## src/rtl/wsq_pkg.sv

```systemverilog
package wsq_pkg;
   typedef enum logic [2:0] {
      PH_WRITE   = 3'd0,
      PH_DELAY   = 3'd1,
      PH_STOP    = 3'd2,
      PH_CONVERT = 3'd3,
      PH_READY   = 3'd4
   } phase_e;
endpackage

```

## src/rtl/wsq_trig_select.sv

```systemverilog
module wsq_trig_select #(
   parameter int NCH = 4
) (
   input  logic           mode_ext_i,
   input  logic           ext_trig_i,
   input  logic [NCH-1:0] hits_i,
   output logic           fire_o
);
   logic any_hit;

   generate
      if (NCH == 1) begin : g_single
         assign any_hit = hits_i[0];
      end else begin : g_reduce
         assign any_hit = |hits_i;
      end
   endgenerate

   // External mode masks the discriminators; self mode masks the strobe.
   assign fire_o = mode_ext_i ? ext_trig_i : any_hit;
endmodule

```

## src/rtl/wsq_hit_mirror.sv

```systemverilog
module wsq_hit_mirror #(
   parameter int NCH = 4
) (
   input  logic           clk,
   input  logic           rst_n,
   input  logic [NCH-1:0] hits_i,
   output logic [NCH-1:0] hits_q_o
);
   genvar ch;
   generate
      for (ch = 0; ch < NCH; ch++) begin : g_ch
         always_ff @(posedge clk or negedge rst_n) begin
            if (!rst_n) hits_q_o[ch] <= 1'b0;
            else        hits_q_o[ch] <= hits_i[ch];
         end
      end
   endgenerate
endmodule

```

## src/rtl/wsq_write_ptr.sv

```systemverilog
module wsq_write_ptr #(
   parameter int DEPTH = 256,
   localparam int PTR_W = $clog2(DEPTH)
) (
   input  logic             clk,
   input  logic             rst_n,
   input  logic             adv_i,
   output logic [PTR_W-1:0] ptr_o
);
   localparam bit POW2 = ((1 << PTR_W) == DEPTH);

   logic [PTR_W-1:0] ptr_next;

   generate
      if (POW2) begin : g_natural_wrap
         assign ptr_next = ptr_o + 1'b1;
      end else begin : g_compare_wrap
         localparam logic [PTR_W-1:0] LAST = PTR_W'(DEPTH - 1);
         assign ptr_next = (ptr_o == LAST) ? '0 : ptr_o + 1'b1;
      end
   endgenerate

   always_ff @(posedge clk or negedge rst_n) begin
      if (!rst_n)     ptr_o <= '0;
      else if (adv_i) ptr_o <= ptr_next;
   end
endmodule

```

## src/rtl/wsq_phase_fsm.sv

```systemverilog
module wsq_phase_fsm
   import wsq_pkg::*;
#(
   parameter int DLY_W      = 8,
   parameter int CONV_TICKS = 4096
) (
   input  logic             clk,
   input  logic             rst_n,
   input  logic             fire_i,
   input  logic [DLY_W-1:0] delay_i,
   input  logic             rearm_i,
   output phase_e           phase_o,
   output logic             capture_o
);
   localparam int CONV_W = $clog2(CONV_TICKS);
   localparam int CNT_W  = (DLY_W > CONV_W) ? DLY_W : CONV_W;
   localparam logic [CNT_W-1:0] CONV_LOAD = CNT_W'(CONV_TICKS - 1);

   phase_e           phase_q, phase_d;
   logic [CNT_W-1:0] cnt_q, cnt_d;
   logic             cnt_zero;

   assign cnt_zero  = (cnt_q == '0);
   assign capture_o = (phase_q == PH_WRITE) && fire_i;
   assign phase_o   = phase_q;

   always_comb begin
      phase_d = phase_q;
      cnt_d   = cnt_q;
      unique case (phase_q)
         PH_WRITE: begin
            if (fire_i) begin
               phase_d = PH_DELAY;
               cnt_d   = CNT_W'(delay_i);
            end
         end
         PH_DELAY: begin
            if (cnt_zero) phase_d = PH_STOP;
            else          cnt_d   = cnt_q - 1'b1;
         end
         PH_STOP: begin
            phase_d = PH_CONVERT;
            cnt_d   = CONV_LOAD;
         end
         PH_CONVERT: begin
            if (cnt_zero) phase_d = PH_READY;
            else          cnt_d   = cnt_q - 1'b1;
         end
         PH_READY: begin
            if (rearm_i) phase_d = PH_WRITE;
         end
         default: phase_d = PH_WRITE;
      endcase
   end

   always_ff @(posedge clk or negedge rst_n) begin
      if (!rst_n) begin
         phase_q <= PH_WRITE;
         cnt_q   <= '0;
      end else begin
         phase_q <= phase_d;
         cnt_q   <= cnt_d;
      end
   end
endmodule

```

## src/rtl/wsq_trigger_seq.sv

```systemverilog
module wsq_trigger_seq
   import wsq_pkg::*;
#(
   parameter int NCH        = 4,
   parameter int DEPTH      = 256,
   parameter int DLY_W      = 8,
   parameter int CONV_TICKS = 4096,
   localparam int PTR_W     = $clog2(DEPTH)
) (
   input  logic             clk,
   input  logic             rst_n,
   input  logic             trig_mode_i,
   input  logic             ext_trig_i,
   input  logic [NCH-1:0]   disc_hit_i,
   input  logic [DLY_W-1:0] delay_i,
   input  logic             rearm_i,
   output logic             sample_en_o,
   output logic             cnt_clr_o,
   output logic             ramp_run_o,
   output logic             dly_trig_o,
   output logic [NCH-1:0]   trig_out_o,
   output logic [PTR_W-1:0] trig_pos_o,
   output logic             data_rdy_o
);
   generate
      if (NCH < 1)        begin : g_bad_nch   $error("NCH must be at least 1");        end
      if (DEPTH < 2)      begin : g_bad_depth $error("DEPTH must be at least 2");      end
      if (DLY_W < 1)      begin : g_bad_dly   $error("DLY_W must be at least 1");      end
      if (CONV_TICKS < 2) begin : g_bad_conv  $error("CONV_TICKS must be at least 2"); end
   endgenerate

   phase_e           phase;
   logic             fire;
   logic             capture;
   logic [PTR_W-1:0] wr_ptr;

   wsq_trig_select #(.NCH(NCH)) i_sel (
      .mode_ext_i (trig_mode_i),
      .ext_trig_i (ext_trig_i),
      .hits_i     (disc_hit_i),
      .fire_o     (fire)
   );

   wsq_hit_mirror #(.NCH(NCH)) i_mirror (
      .clk      (clk),
      .rst_n    (rst_n),
      .hits_i   (disc_hit_i),
      .hits_q_o (trig_out_o)
   );

   wsq_phase_fsm #(.DLY_W(DLY_W), .CONV_TICKS(CONV_TICKS)) i_fsm (
      .clk       (clk),
      .rst_n     (rst_n),
      .fire_i    (fire),
      .delay_i   (delay_i),
      .rearm_i   (rearm_i),
      .phase_o   (phase),
      .capture_o (capture)
   );

   wsq_write_ptr #(.DEPTH(DEPTH)) i_ptr (
      .clk   (clk),
      .rst_n (rst_n),
      .adv_i (sample_en_o),
      .ptr_o (wr_ptr)
   );

   always_ff @(posedge clk or negedge rst_n) begin
      if (!rst_n)       trig_pos_o <= '0;
      else if (capture) trig_pos_o <= wr_ptr;
   end

   assign sample_en_o = (phase == PH_WRITE) || (phase == PH_DELAY);
   assign cnt_clr_o   = (phase == PH_STOP);
   assign dly_trig_o  = (phase == PH_STOP);
   assign ramp_run_o  = (phase == PH_CONVERT);
   assign data_rdy_o  = (phase == PH_READY);
endmodule

```

## config.mk

```make
export PLATFORM = sky130hd
export DESIGN_NAME = wsq_trigger_seq
export DESIGN_NICKNAME = d
export VERILOG_FILES = /design/src/rtl/wsq_pkg.sv /design/src/rtl/wsq_trig_select.sv /design/src/rtl/wsq_hit_mirror.sv /design/src/rtl/wsq_write_ptr.sv /design/src/rtl/wsq_phase_fsm.sv /design/src/rtl/wsq_trigger_seq.sv
export SDC_FILE = /design/constraint.sdc
export NUM_CORES = 1
export LEC_CHECK = 0
export BUFFER_PORTS_ARGS = -buffer_cell sky130_fd_sc_hd__buf_4
export CORE_UTILIZATION = 45
export CTS_BUF_LIST = sky130_fd_sc_hd__clkbuf_8 sky130_fd_sc_hd__clkbuf_16
export CTS_CLUSTER_SIZE = 14
export DETAILED_ROUTE_END_ITERATION = 7
export PLACE_DENSITY = 0.79
export SLEW_MARGIN = 30
export SYNTH_ARGS = -nofsm -noshare
export SYNTH_HDL_FRONTEND = slang
export SYNTH_SLANG_ARGS = --single-unit
```

## constraint.sdc

```tcl
create_clock -name clk -period 2.1 [get_ports clk]
set_input_delay 0.21 -clock clk [delete_from_list [all_inputs] [get_ports clk]]
set_output_delay 0.21 -clock clk [all_outputs]
set_load 0.01 [all_outputs]
```

==> flow_summary_export.csv <==
group,metric,value,unit
grt,grt_pass1_wl,6440,um
clocking,cts.sink_count,35,
cells_and_area,instances_no_fill,249,
cells_and_area,num-nets-final,222,
pwr,p_int,0.00178,W
hold_path,hold_end,"i_mirror.hits_q_o[3]",
pwr,p_seq_share,42.4,%
grt,antenna_found_initial,0,
outcome,status,"completed",
detailed_routing,dr_total_vias,1416,
cells_and_area,mostFrequentLayoutCell,"buf_4",
pwr,power_leakage,1.03,nW
critical_path,rrSetupSlack,0.06,ns
detailed_routing,drt-vias-per-instance,5.69,
sta,setup_tns,0,ns
pwr,power_frac_comb,34.7,%
hold_path,hp-class,"input port to flip-flop",
detailed_routing,firstDrtPassIters,4,
placed_design,dp.cells,239,
critical_path,start_kind,"flip-flop",
synthesis,ys_types,39,
hold_path,whs_path_depth,1,
synthesis,syn_nets,176,
pwr,ir_drop,0.682,mV
pwr,p_switching,0.000894,W
sta,period_minus_slack,2.04,ns
critical_path,path_cells,"inv_2 -> ha_2 -> or3b_4 -> or4_4 -> and3_4 -> o32a_1",
grt,grt_overflow,0,
cells_and_area,final_cell_mix,"buf_4, dfrtp_1, nor2_1, nand2_1, mux2_2",
synthesis,synth_area_leaders,"dfrtp_1, mux2_2, xnor2_1",
pwr,power_density,1210,nW/um2
pwr,total_power,0.00267,W
synthesis,syn_avg_cell_area,10.9,um2
detailed_routing,wl_per_cell,15.5,um
cells_and_area,drive_above_1_share,37.4,%
sta,drv_slew,0,
critical_path,ff2ff_path_depth,6,
cells_and_area,utilization,63.8,%
cells_and_area,nFillCells,278,
pwr,pwr-share-clk,22.9,%
synthesis,synth.top_cell.area_share,51.5,%
detailed_routing,ant_nets,0,
critical_path,slowest_delay,0.43,ns
grt,grt_pass1_vias,1413,
critical_path,timing.rr.start,"i_fsm.cnt_q[1]",
hold_path,min_from,"disc_hit_i[3]",
sta,setup_viol,0,
floorplanning,io_pins,34,
sta,worstMarginPinSlew,0.454,ns
synthesis,synth.cell_area,1700,um2
detailed_routing,drt_iter0_markers,51,
sta,clock.fmax,491,MHz
floorplanning,dieArea,4030,um2
synthesis,synth_cells,156,
clocking,cts_inserted_buffers,5,
clocking,clock_latency,0.30,ns
critical_path,crit_required,2.28,ns
flow_run,cap_violations,0,
floorplanning,core,3470,um2
placed_design,place_congestion,0.759,
clocking,path_clk_slew,0.08,ns
floorplanning,initial_utilization,49.0,%
floorplanning,fp.dieW,63.4,um
synthesis,synth_warnings,0,
clocking,cts_tree,"yes",
sta,period_share,96.9,%
synthesis,async_flop_share,100,%
synthesis,seq_area_frac_synth,51.5,%
synthesis,yosysTopAreaCell,"dfrtp_1",
cells_and_area,n_antenna_cell,0,
placed_design,port_buffers,33,
detailed_routing,drc,0,
critical_path,arrival,2.21,ns
placed_design,dp_slack,-0.00524,ns
clocking,htree_levels,2,
synthesis,synth-main-ff-cell,"dfrtp_1",
sta,finalClockSkew,0.00630,ns
grt,grt_usage,21.0,%
synthesis,ys_seq_elements,35,
clocking,clockBufferDepth,2,
sta,finalHoldViolCount,0,
grt,grt_max_degree,36,
sta,relSlewSlack,69.7,%
synthesis,synth_edf_count,0,
critical_path,crit_type,"flip-flop to flip-flop",
floorplanning,fp-row-count,21,
clocking,cts_root_buf,"clkbuf_8",
pwr,swShare,33.4,%
detailed_routing,wirelength,3850,um
floorplanning,die_h,63.4,um
critical_path,slowest_stage,"or4_4",
critical_path,cp-end-kind,"flip-flop",
sta,layout_setup_ws,0.0641,ns
placed_design,hpwlAfterDp,2720,um
cells_and_area,syn_to_final_growth,30.3,%
critical_path,cp_max_fo,2,
critical_path,rr_endpoint,"i_fsm.cnt_q[10]",
==> worst max path at each step <==
stage	start	to	slack, ns	cells after the start
after floorplan	i_fsm.cnt_q[0]	i_fsm.cnt_q[10]	0.01	6
after global placement	i_fsm.cnt_q[1]	i_fsm.cnt_q[10]	0.04	6
after detailed placement	i_fsm.cnt_q[0]	i_fsm.cnt_q[10]	-0.005	6
after CTS	i_fsm.cnt_q[1]	i_fsm.cnt_q[10]	0.0001	6
after global routing	i_fsm.cnt_q[0]	i_fsm.cnt_q[10]	-0.01	6
final	i_fsm.cnt_q[1]	i_fsm.cnt_q[10]	0.06	6
==> cells by family (layout without fill, tap and decap cells) <==
kind of cell,count (synthesis),count (layout),synth area share [%]
simple gates,53,53,17.2
flops,35,35,51.5
compound gates,33,33,15.0
buf+inv,14,61,3.46
xor+xnor,9,9,4.64
mux,9,9,5.96
fa+ha+maj,3,3,2.21
==> flip-flops by register name, summed over array words and instances, names as in the netlist <==
register	count
i_fsm.phase_o	3
i_mirror.hits_q_o	4
trig_pos_o	8
i_fsm.cnt_q	12
i_ptr.ptr_o	8
==> power groups by stage <==
stage | Combinational [W] | Clock [W] | Sequential [W]
2_1_floorplan | 0.000565 | 0 | 0.00109
3_3_place_gp | 0.000825 | 0 | 0.00111
3_5_place_dp | 0.000884 | 0 | 0.00113
4_1_cts | 0.000890 | 0.000620 | 0.00112
5_1_grt | 0.00102 | 0.000653 | 0.00117
6_report | 0.000929 | 0.000612 | 0.00113
==> layer usage <==
metal	track usage (%)	share of wire [%]	wire, um	vias to the layer above
li1	-	-	-	668
met1	25.3	44	1690	686
met2	34.6	48	1870	55
met3	5.80	5.7	220	7
met4	9.38	1.9	72	0
met5	0	0	0	-
==> worst max-delay path: cells and delay by family (launching register included) <==
family | cells | cell delay [ns]
adders and majority gates | 1 | 0.16
DFF | 1 | 0.39
AOI/OAI and AO/OA | 1 | 0.33
and+or+nand+nor | 3 | 0.98
buffers and inverters | 1 | 0.06
==> stage by stage <==
stage	hold WS, ns	cell area [um2]
floorplan	-0.0856	1700
global placement	0.180	2070
detailed placement	0.185	2070
CTS	0.0193	2190
global route	0.0143	2210
finish	0.0218	2210
==> final cells by class <==
class / instances / area, um2 / share of cell area, %
well taps: 46 / 57.6 / 2.60
clock buffers: 5 / 68.8 / 3.11
inverters: 5 / 18.8 / 0.848
clock inverters: 3 / 43.8 / 1.98
multi-input cells: 107 / 786 / 35.5
repair buffers: 48 / 363 / 16.4
flip-flops and latches: 35 / 876 / 39.6
==> cell usage after synthesis, drive strengths merged (2+ instances only) <==
master	instances
xor2	2
nor4	2
o31ai	2
or3	3
nand2	9
o22a	7
mux2	9
dfrtp	35
o21ai	4
and3	5
buf	4
a21oi	3
nor2b	2
nand2b	3
inv	5
or4	4
nor3	5
nor2	11
ha	3
nand4	4
clkbuf	5
xnor2	7
nor3b	3
a31oi	5
o32a	4
==> repair_timing <==
item,in CTS,in global routing
endpoints found under the hold margin,35,0
hold buffers,1,0
buffers inserted,0,1
pin swaps,0,2
endpoints found under the setup margin,1,2
resized for setup,2,4
gates cloned,0,0
Note: power is estimated with default switching activity, not from simulation.
